`config.mk`:
```
export PLATFORM = sky130hd
export DESIGN_NAME = shiftq_fifo
export DESIGN_NICKNAME = d
export VERILOG_FILES = /design/src/rtl/shiftq_pkg.sv /design/src/rtl/shiftq_slot.sv /design/src/rtl/shiftq_ctrl.sv /design/src/rtl/shiftq_fifo.sv
export SDC_FILE = /design/constraint.sdc
export NUM_CORES = 1
export LEC_CHECK = 0
export ABC_CLOCK_PERIOD_IN_PS = 1700
export CORE_UTILIZATION = 41
export CTS_BUF_LIST = sky130_fd_sc_hd__clkbuf_16
export CTS_CLUSTER_DIAMETER = 40
export DETAILED_ROUTE_END_ITERATION = 6
export PLACE_DENSITY = 0.69
export SYNTH_ARGS = -nofsm -noshare
export SYNTH_HDL_FRONTEND = slang
export SYNTH_SLANG_ARGS = --single-unit
```
`constraint.sdc`:
```
create_clock -name clk -period 1.7 [get_ports clk]
set_input_delay 0.17 -clock clk [delete_from_list [all_inputs] [get_ports clk]]
set_output_delay 0.17 -clock clk [all_outputs]
set_load 0.02 [all_outputs]
```
`src/rtl/shiftq_pkg.sv`:
```
package shiftq_pkg;

    // Accepted operation in a cycle, {push accepted, pop accepted}
    typedef enum logic [1:0] {
        OP_IDLE = 2'b00,
        OP_POP  = 2'b01,
        OP_PUSH = 2'b10,
        OP_BOTH = 2'b11
    } shiftq_op_e;

endpackage

```
`src/rtl/shiftq_slot.sv`:
```
module shiftq_slot #(
    parameter int WIDTH = 8
) (
    input  logic             clk,
    input  logic             rst_n,
    input  logic             wr_i,
    input  logic             shift_i,
    input  logic [WIDTH-1:0] din_i,
    input  logic [WIDTH-1:0] next_i,
    output logic [WIDTH-1:0] data_o
);

    typedef struct packed {
        logic [WIDTH-1:0] data;
    } slot_st_t;

    slot_st_t st_d, st_q;

    always_comb begin
        st_d = st_q;
        if (wr_i) begin
            st_d.data = din_i;
        end else if (shift_i) begin
            st_d.data = next_i;
        end
    end

    always_ff @(posedge clk) begin
        if (!rst_n) begin
            st_q <= '0;
        end else begin
            st_q <= st_d;
        end
    end

    assign data_o = st_q.data;

    // a position that is neither written nor shifted keeps its flit
    a_r4_slot_hold: assert property (@(posedge clk) disable iff (!rst_n)
        (!wr_i && !shift_i) |=> $stable(data_o));

    // a shift without a write takes the rear neighbour's flit
    a_r4_slot_shift: assert property (@(posedge clk) disable iff (!rst_n)
        (shift_i && !wr_i) |=> (data_o == $past(next_i)));

endmodule

```
`src/rtl/shiftq_ctrl.sv`:
```
module shiftq_ctrl
    import shiftq_pkg::*;
#(
    parameter int DEPTH = 4
) (
    input  logic             clk,
    input  logic             rst_n,
    input  logic             push_i,
    input  logic             pop_i,
    output logic             shift_o,
    output logic [DEPTH-1:0] wr_sel_o,
    output logic [DEPTH-1:0] valid_o
);

    typedef struct packed {
        logic [DEPTH-1:0] valid;
    } ctrl_st_t;

    ctrl_st_t         st_d, st_q;
    logic             push_ok, pop_ok;
    logic [DEPTH-1:0] after_shift;
    logic [DEPTH-1:0] behind_used;
    logic [DEPTH-1:0] wr_sel;
    shiftq_op_e       op;

    always_comb begin
        push_ok     = push_i && !st_q.valid[DEPTH-1];
        pop_ok      = pop_i && st_q.valid[0];
        op          = shiftq_op_e'({push_ok, pop_ok});
        after_shift = pop_ok ? (st_q.valid >> 1) : st_q.valid;
        // a free position whose front neighbour is occupied (or position 0)
        behind_used = {after_shift[DEPTH-2:0], 1'b1};
        wr_sel      = '0;
        st_d        = st_q;
        case (op)
            OP_PUSH, OP_BOTH: begin
                wr_sel     = ~after_shift & behind_used;
                st_d.valid = after_shift | wr_sel;
            end
            OP_POP: begin
                st_d.valid = after_shift;
            end
            default: begin
                st_d.valid = st_q.valid;
            end
        endcase
    end

    always_ff @(posedge clk) begin
        if (!rst_n) begin
            st_q <= '0;
        end else begin
            st_q <= st_d;
        end
    end

    assign shift_o  = pop_ok;
    assign wr_sel_o = wr_sel;
    assign valid_o  = st_q.valid;

    // occupancy is always a contiguous run from position 0
    a_r3_contiguous: assert property (@(posedge clk) disable iff (!rst_n)
        ((valid_o & (valid_o + 1'b1)) == '0));

    // a lone accepted push adds exactly one occupied position
    a_r3_grow_one: assert property (@(posedge clk) disable iff (!rst_n)
        (push_i && !pop_i && !valid_o[DEPTH-1]) |=>
        ($countones(valid_o) == $countones($past(valid_o)) + 1));

    // push and pop together on a non-full, non-empty queue keep occupancy
    a_r5_both_keep: assert property (@(posedge clk) disable iff (!rst_n)
        (push_i && pop_i && valid_o[0] && !valid_o[DEPTH-1]) |=> $stable(valid_o));

    // a push into a full queue with no pop changes nothing
    a_r6_full_ignore: assert property (@(posedge clk) disable iff (!rst_n)
        (push_i && !pop_i && valid_o[DEPTH-1]) |=> $stable(valid_o));

    // a pop from an empty queue with no push changes nothing
    a_r7_empty_ignore: assert property (@(posedge clk) disable iff (!rst_n)
        (pop_i && !push_i && !valid_o[0]) |=> $stable(valid_o));

endmodule

```
`src/rtl/shiftq_fifo.sv`:
```
module shiftq_fifo #(
    parameter int DEPTH = 4,
    parameter int WIDTH = 8
) (
    input  logic             clk,
    input  logic             rst_n,
    input  logic             push_i,
    input  logic [WIDTH-1:0] din_i,
    input  logic             pop_i,
    output logic [WIDTH-1:0] dout_o,
    output logic             empty_o,
    output logic             full_o,
    output logic [DEPTH-1:0] slot_valid_o
);

    localparam int LAST = DEPTH - 1;

    logic             shift;
    logic [DEPTH-1:0] wr_sel;
    logic [DEPTH-1:0] valid;
    logic [WIDTH-1:0] slot_data [DEPTH];
    logic [WIDTH-1:0] slot_next [DEPTH];

    shiftq_ctrl #(.DEPTH(DEPTH)) u_ctrl (
        .clk      (clk),
        .rst_n    (rst_n),
        .push_i   (push_i),
        .pop_i    (pop_i),
        .shift_o  (shift),
        .wr_sel_o (wr_sel),
        .valid_o  (valid)
    );

    for (genvar i = 0; i < DEPTH; i++) begin : g_slot
        if (i == LAST) begin : g_tail
            assign slot_next[i] = '0;
        end else begin : g_body
            assign slot_next[i] = slot_data[i+1];
        end

        shiftq_slot #(.WIDTH(WIDTH)) u_slot (
            .clk     (clk),
            .rst_n   (rst_n),
            .wr_i    (wr_sel[i]),
            .shift_i (shift),
            .din_i   (din_i),
            .next_i  (slot_next[i]),
            .data_o  (slot_data[i])
        );
    end

    assign dout_o       = slot_data[0];
    assign empty_o      = !valid[0];
    assign full_o       = valid[LAST];
    assign slot_valid_o = valid;

    // the front flit stays put while no pop is accepted
    a_r2_front_hold: assert property (@(posedge clk) disable iff (!rst_n)
        (!empty_o && !pop_i) |=> (dout_o == $past(dout_o)));

    // an accepted lone pop brings the second flit to the front
    a_r4_front_advance: assert property (@(posedge clk) disable iff (!rst_n)
        (pop_i && !push_i && slot_valid_o[1]) |=> (dout_o == $past(slot_data[1])));

endmodule

```
After elaboration in Yosys (flattened, before gate mapping)
Cells that the tools add are included.

cells by class
  equality and inequality tests = 3
  multiplexer cells = 11
  bitwise logic cells = 3
  reduce and logical (&&, ||, !) cells = 10

operator list
  operator              number
  $mux W8               8
  $reduce_bool A2 Y1    5
  $mux W4               2
  $pmux W4 S2           1
  $and A4 B4 Y4         1
  $eq A2 B2 Y1 const B  2
  $not A4 Y4            1
  $or A4 B4 Y4          1
  $eq A2 B1 Y1 const B  1
  $logic_and A1 B1 Y1   2
  $logic_not A1 Y1      2
  $reduce_or A2 Y1      1

storage, ports and cells
  register bits = 36
  bits of input ports = 12
  output and inout port bits = 14
  word-level logic and storage cells = 32

Logic depth before layout (Yosys ltp)
Gate-level depths: netlist of the first run.

  depth in word-level cells = 6
  mapped depth = 6
  gate-level depth less buffers = 4

Modules after synthesis
Synthesis of the first run repeated with hierarchy kept, for this count alone.

second synthesis, totals
  cell total of the unflattened synthesis = 175
  area total of the unflattened synthesis = 2028.2 um2

modules (own cells, without submodules)
  module       times used  cells each  area an instance (um2)  sequential area each (um2)
  shiftq_slot  4           35          440.4                   160.2
  shiftq_ctrl  1           32          251.5                   80.1
  shiftq_fifo  1           3           15.0                    0.0

Worst setup path before layout of the first run
No wires, ideal clock.

  path kind = flip-flop to flip-flop
  start = reg u_ctrl.st_q, in the netlist u_ctrl.valid_o[0]
  end = reg g_slot[1].u_slot.st_q, in the netlist g_slot[1].u_slot.data_o[4]
  library setup time = 0.118 ns
  arrival = 1.418 ns
  required time = 1.582 ns
  setup slack = 0.164 ns
  stages on the path, launching flop included = 6
  buffers on the path = 1
  clock period less this slack = 1.536 ns
  path through = dfxtp_1 -> inv_1 -> a2111o_1 -> buf_6 -> o21ai_2 -> a21oi_1

on the way
  word-level cells in the longest chain between the ends = 6
  elaborated cells between the ends (all ways) = 10
  those cells by class = eq/ne (2); mux (3); bitwise (2); reduce/logical (3)

RTL lines
  what                                                  line               text
  from (decl)                                           shiftq_ctrl.sv:19  ctrl_st_t st_d, st_q;
  from (signal assigned)                                shiftq_ctrl.sv:53  st_q <= st_d;
  $logic_and A1 B1 Y1                                   shiftq_ctrl.sv:28  pop_ok = pop_i && st_q.valid[0];
  $mux W4                                               shiftq_ctrl.sv:30  after_shift = pop_ok ? (st_q.valid >> 1) : st_q.valid;
  $not A4 Y4                                            shiftq_ctrl.sv:37  wr_sel = ~after_shift & behind_used;
  $and A4 B4 Y4                                         shiftq_ctrl.sv:37
  $mux W4                                               shiftq_ctrl.sv:35  case (op)
  $mux W8 / $reduce_bool A2 Y1 (equally long branches)  --
  to (signal assigned)                                  shiftq_slot.sv:32  st_q <= st_d;
  to (decl)                                             shiftq_slot.sv:17  slot_st_t st_d, st_q;

Several ways; a longest one is shown, not always the timed one.
A chain may end at the register's enable or synchronous reset.

Final worst setup path of the first run
  start = reg u_ctrl.st_q, in the netlist u_ctrl.valid_o[0]
  end = out empty_o

on the way
  word-level cells in the longest chain between the ends = 1

RTL lines
  what              line               text
  $logic_not A1 Y1  shiftq_fifo.sv:53  assign empty_o = !valid[0];
  to (decl)         shiftq_fifo.sv:11  output logic empty_o,

No other way between the ends.

==> results of run 1 <==
## registers in the layout (all words and copies together) (netlist names)
signal	flops
u_ctrl.valid_o	4
g_slot.u_slot.data_o	32
## logic make-up (layout without fill, tap and decap cells)
family / Yosys count / after routing / share of synthesized area
AOI/OAI and AO/OA: 66 / 66 / 0.260
buffers and inverters: 19 / 49 / 0.0650
DFF: 36 / 36 / 0.435
muxes: 17 / 17 / 0.110
and+or+nand+nor: 44 / 44 / 0.129
## area by class of cell
cell class / instances / area [um^2]
clock buffers: 5 / 125
inverters: 3 / 11.3
multi-input cells: 127 / 827
clock inverters: 3 / 38.8
flip-flops and latches: 36 / 722
well taps: 48 / 60.1
repair buffers: 38 / 348
fillers: 327 / 1640
## cells in the final DEF, fill, tap and decap left out, drive strengths merged
cell type,Yosys,final
a2111o,1,1
a21oi,25,25
a311oi,8,8
a31oi,2,2
and2,1,1
and2b,1,1
and3,1,1
buf,11,13
bufinv,0,1
clkbuf,5,5
clkdlybuf4s50,0,25
clkinv,2,3
dfxtp,36,36
inv,1,2
mux2i,17,17
nand2,17,17
nand2b,3,3
nand3,10,10
nor2,9,9
nor2b,2,2
o211ai,8,8
o21a,1,1
o21ai,13,13
o31ai,8,8
## critical path, delay by kind of cell (launching register included)
kind / cells / cell delay [ps]
buffers and inverters: 2 / 810
flip-flops: 1 / 360
## power by group through the flow
| stage | Combinational (mW) | Sequential [mW] | Clock, mW |
|---|---|---|---|
| floorplan | 0.143 | 0.940 | 0 |
| global placement | 0.269 | 0.919 | 0 |
| detailed placement | 0.276 | 0.921 | 0 |
| CTS | 0.277 | 0.903 | 1.03 |
| global route | 0.301 | 0.908 | 1.06 |
| finish | 0.278 | 0.903 | 1.02 |
## how the worst max path moves through the flow
stage	start	end	slack, ps	cells past startpoint
final	u_ctrl.valid_o[0]	empty_o	90	2
after global routing	u_ctrl.valid_o[0]	empty_o	60	2
after CTS	u_ctrl.valid_o[0]	empty_o	30	2
after detailed placement	pop_i	g_slot[1].u_slot.data_o[2]	-70	6
after global placement	pop_i	g_slot[2].u_slot.data_o[4]	10	7
after floorplan	u_ctrl.valid_o[0]	g_slot[1].u_slot.data_o[4]	160	5
## synthesized netlist by cell type, types with 3 or more instances
cell type,count
dfxtp_1,36
a21oi_1,25
mux2i_1,16
nand2_1,16
nand3_1,10
o21ai_0,10
nor2_1,9
a311oi_1,8
o211ai_1,8
o31ai_1,8
buf_2,5
clkbuf_1,5
buf_6,3
nand2b_1,3
## per-layer routing
metal / global-route usage / up-vias / wire, um
met5: 0 / - / 0
met4: 0.0734 / 0 / 60
met3: 0.0417 / 6 / 117
met2: 0.302 / 25 / 1810
met1: 0.231 / 688 / 1710
li1: - / 718 / -
## what timing repair did
action | CTS | global route
hold endpoints to repair | 0 | 0
endpoints found under the setup margin | 0 | 1
setup buffers | 0 | 0
resized for setup | 0 | 1
## through the flow
stage / setup slack (ps) / instance area [um^2] / total power [mW]
after floorplan: 164 / 1660 / 1.08
after global placement: 12.4 / 1970 / 1.19
after detailed placement: -68.0 / 1970 / 1.20
after CTS: 31.7 / 2130 / 2.21
after global routing: 55.8 / 2130 / 2.27
final: 90.2 / 2130 / 2.20
==> results by group, run 1 <==
Run status
  – Run status: complete, no violations

Place
  – Port Buffer Count: 25
  – Placed instance count: 252
  – Post-DP HPWL: 2.68 mm
  – Final GP Congestion: 0.824

Worst hold path
  – Hold Crit Start: g_slot[0].u_slot.data_o[6]
  – Endpoint, Worst Hold: g_slot[0].u_slot.data_o[6]
  – WHS Path Cells: 2
  – Hold crit path type: flop to flop

Critical path
  – Crit Path Category: flop to output pin
  – Crit Reg-Reg Endpoint: g_slot[1].u_slot.data_o[2]
  – Crit-path max FO: 6
  – Worst R2R Path Depth: 5
  – Register-to-register setup slack: 240 ps
  – CP arrival: 1440 ps
  – Slowest stage delay, CP: 640 ps
  – Crit-path cells: inv_1 > clkdlybuf4s50_1
  – Crit start category: flop
  – Critical Path RT: 1530 ps
  – FF-to-FF Start: u_ctrl.valid_o[1]
  – CP Capture Type: output pin
  – Slowest cell on the critical path: clkdlybuf4s50_1

Synthesis
  – Synth Net Count: 194
  – Sequential area share after synthesis: 0.435
  – Unique masters post-synth: 30
  – Ys async rst share: 0
  – EDFF count, synth: 0
  – #FFs+latches synth: 36
  – Mapped Cells: 182
  – Post-Syn Area: 0.00166 mm^2
  – Mean post-synth cell area: 9.10 um^2
  – Post-synth top flop: dfxtp_1
  – Synth area leader: dfxtp_1
  – Top post-synthesis cells by area: dfxtp_1 44%, mux2i_1 9.7%, a21oi_1 7.6%
  – Ys Warns: 0
  – Synth top area share: 0.435

GRT
  – Grt total ovfl: 0
  – Initial antenna violation count: 0
  – Total Routing Usage GR: 0.184
  – First-pass GRT wire length: 5.97 mm
  – Vias in the first global route: 1284
  – Pin count of the biggest net entering global routing: 19

Timing
  – Hold Slack: 486 ps
  – Final setup viols: 0
  – Min cycle time layout: 1610 ps
  – Setup TNS: 0 ps
  – Fin crit share: 0.947
  – Slew Viols, Final: 0
  – Final hold vios: 0
  – Worst Tran Pin Value: 394 ps
  – Fmax achieved: 621 MHz
  – Slew margin rel.: 0.736
  – RSZ-0062 raised after global routing: no
  – Max Clock Skew: 4.98 ps

Cells and area
  – Util after Layout: 0.565
  – NumNets Final: 223
  – Area grow syn2layout: 28.8%
  – # diodes: 0
  – Layout Cells excl Fill: 260
  – Share of cells above drive strength 1: 0.127

Pwr
  – VDD IR max: 0.388 mV
  – Combinational Power Share: 0.127
  – Sequential power share: 0.411
  – Clock share of power: 0.463
  – Sw Pwr: 508 uW
  – Pwr dens: 1030 mW/mm^2
  – Leakage: 0.833 nW
  – Internal power: 1.69 mW
  – Sw frac: 0.231

Drt
  – Routed vias/inst: 5.53
  – Pre-antenna DRT Iters: 4
  – 1st-iter DRT viols: 94
  – Routed Antenna Nets: 0
  – Post-Route WL: 3.70 mm
  – DR WL/cell: 14.2 um
  – Post-route DRC: 0
  – Vias post-DR: 1437

Clock network
  – Post-CTS Hold Fix Bufs: 0
  – CTS Buf Count: 5
  – Clk sinks: 36
  – Max clock buf depth: 2
  – Root buf cell: clkbuf_16
  – Worst skew pair latency: 280 ps
  – Clock transition at the registers of the reported paths: 50 ps
  – CTS tree: yes
  – Max H-tree Level: 2

Flow run
  – Max_cap viols: 0

Die
  – Starting Density: 0.439
  – Core area: 0.00377 mm^2
  – Die width: 65.5 um
  – Full die area: 0.00430 mm^2
  – Io pins: 26
  – Chip height: 65.5 um
  – Row cnt: 22
(Power assumes the default switching activity.)
==> run 2: changes to the inputs <==
- PLACE_DENSITY: 0.69 -> unset
- PLACE_DENSITY_LB_ADDON: unset -> 0.3
==> run 2 against run 1 <==
Clock-buffer cell count unchanged. Combinational power is 4% higher. First-iteration DRC count is 32% lower. Via count rose by 1.6%. Critical endpoint is now slot_valid_o[1]. Non-clock buffer count grew 3. Core utilization grew 1.3 points. Largest power group unchanged. Routed wire length grew 2.4%.
==> results by group, run 2 (same netlist as run 1, synthesis figures left out) <==
Run status
  – Run status: complete, no violations

Critical path
  – Crit Path Category: flop to output pin
  – CP arrival: 1400 ps
  – Worst path depth: 1
  – Worst path top cell family by delay: buffers and inverters
  – CP Capture Type: output pin
  – Worst R2R Path Depth: 5
  – Slowest stage delay, CP: 660 ps
  – Critical Path RT: 1530 ps
  – Crit start category: flop
  – Crit-path cells: clkdlybuf4s50_1
  – Slowest cell on the critical path: clkdlybuf4s50_1
  – Crit-path max FO: 7
  – CP startpoint: u_ctrl.valid_o[1]
  – Crit path buffers/inverters: 1
  – FF-to-FF Start: u_ctrl.valid_o[0]

Cells and area
  – Util after Layout: 0.578
  – NumNets Final: 226
  – Most common cell after layout, fill and taps aside: dfxtp_1
  – Commonest non-fill, non-tap cells in the layout: 36 x dfxtp_1, 25 x a21oi_1, 24 x clkdlybuf4s50_1
  – Max reg flops: 32
  – FILL cells: 317
  – Area grow syn2layout: 31.7%
  – # diodes: 0
  – Share of cells above drive strength 1: 0.135
  – Layout Cells excl Fill: 263
  – Post-route cell area: 0.00218 mm^2

Timing
  – RSZ-0062 raised after global routing: no
  – Worst Slack Setup Final: 132 ps
  – Fmax achieved: 638 MHz
  – Setup TNS: 0 ps
  – Slew Viols, Final: 0
  – Max Clock Skew: 3.59 ps
  – Final hold vios: 0
  – Final setup viols: 0
  – Hold Slack: 481 ps
  – Fin crit share: 0.922
  – Slew margin rel.: 0.790
  – Worst Tran Pin Value: 315 ps
  – Min cycle time layout: 1570 ps

Place
  – Placement Cell Area: 0.00201 mm^2
  – Placed instance count: 255
  – Final GP Congestion: 0.793
  – Port Buffer Count: 25
  – Post-DP HPWL: 2.75 mm
  – Place WS: -78.9 ps

GRT
  – First-pass GRT wire length: 6.44 mm
  – Pin count of the biggest net entering global routing: 28
  – Vias in the first global route: 1391
  – Total Routing Usage GR: 0.196
  – Grt total ovfl: 0
  – Initial antenna violation count: 0

Clock network
  – Post-CTS Hold Fix Bufs: 0
  – CTS resizes: 0
  – CTS tree: yes
  – Max clock buf depth: 2
  – Worst skew pair latency: 270 ps
  – Clock transition at the registers of the reported paths: 60 ps
  – Post CTS Setup Buffer Count: 0
  – Max H-tree Level: 2
  – Root buf cell: clkbuf_16
  – CTS Buf Count: 5
  – Clk sinks: 36

Worst hold path
  – Hold crit path type: flop to flop
  – Hold Crit Start: g_slot[0].u_slot.data_o[0]
  – WHS Path Cells: 2

Drt
  – Max Used Layer: met4
  – Pre-antenna DRT Iters: 4
  – DRT met1 WL: 1.70 mm
  – Post-Route WL: 3.79 mm
  – Met3 wire length: 198 um
  – Routed Antenna Nets: 0
  – DR WL/cell: 14.4 um
  – Post-route DRC: 0
  – Vias post-DR: 1460
  – Met2 WL: 1.88 mm
  – Routed vias/inst: 5.55
  – 1st-iter DRT viols: 64

Flow run
  – Max_cap viols: 0

Die
  – Core area: 0.00377 mm^2
  – Starting Density: 0.439
  – Die width: 65.5 um
  – Chip height: 65.5 um
  – Io pins: 26
  – Full die area: 0.00430 mm^2
  – Row cnt: 22

Pwr
  – Tot Pwr: 2.20 mW
  – Pwr dens: 1010 mW/mm^2
  – VDD IR max: 0.461 mV
  – Leakage: 0.865 nW
[run 2: cell count changes in the layout (fill, tap and decap cells not counted)]
cell	previous run	this run
clkdlybuf4s50_1	25	24
buf_4	13	14
dlymetal6s2s_1	0	1
dfxtp_2	1	0
dfxtp_1	35	36
buf_12	0	2
[run 2: area by class of cell]
type                            instances  area (um^2)  share of cell area
Sequential cell                        36          721               0.330
Clock inverter                          3         38.8              0.0178
Tap cell                               48         60.1              0.0275
Multi-Input combinational cell        127          827               0.379
Inverter                                3         11.3             0.00516
Timing Repair Buffer                   41          398               0.182
Clock buffer                            5          125              0.0574
[run 2: power by group]
group          internal [mW]  leakage, nW  switching [mW]
logic                  0.137        0.486           0.153
clock network          0.683       0.0850           0.322
registers              0.880        0.293          0.0234
total                   1.70        0.865           0.499
[run 2: layer usage]
layer | up-vias | track usage
li1 | 728 | -
met1 | 681 | 0.252
met2 | 49 | 0.331
met3 | 2 | 0.0521
met4 | 0 | 0.0326
met5 | - | 0
[run 2: worst paths after layout]
| kind | endpoint | slack [ps] |
|---|---|---|
| max | slot_valid_o[1] | 130 |
| min | g_slot[0].u_slot.data_o[0] | 480 |
| max reg2reg | g_slot[1].u_slot.data_o[6] | 210 |
| min reg2reg | g_slot[0].u_slot.data_o[0] | 480 |
[run 2: tightest hold or removal path, delay by kind of cell (launching register included)]
| kind | cells | cell delay, ps |
|---|---|---|
| flops | 1 | 300 |
| compound gates | 1 | 80 |
| simple gates | 1 | 50 |
==> run 3: changes to the inputs <==
- SKIP_CTS_REPAIR_TIMING: unset -> 1
==> results of run 3 <==
The final DEF is identical to that of run 2; final timing and power are the same.
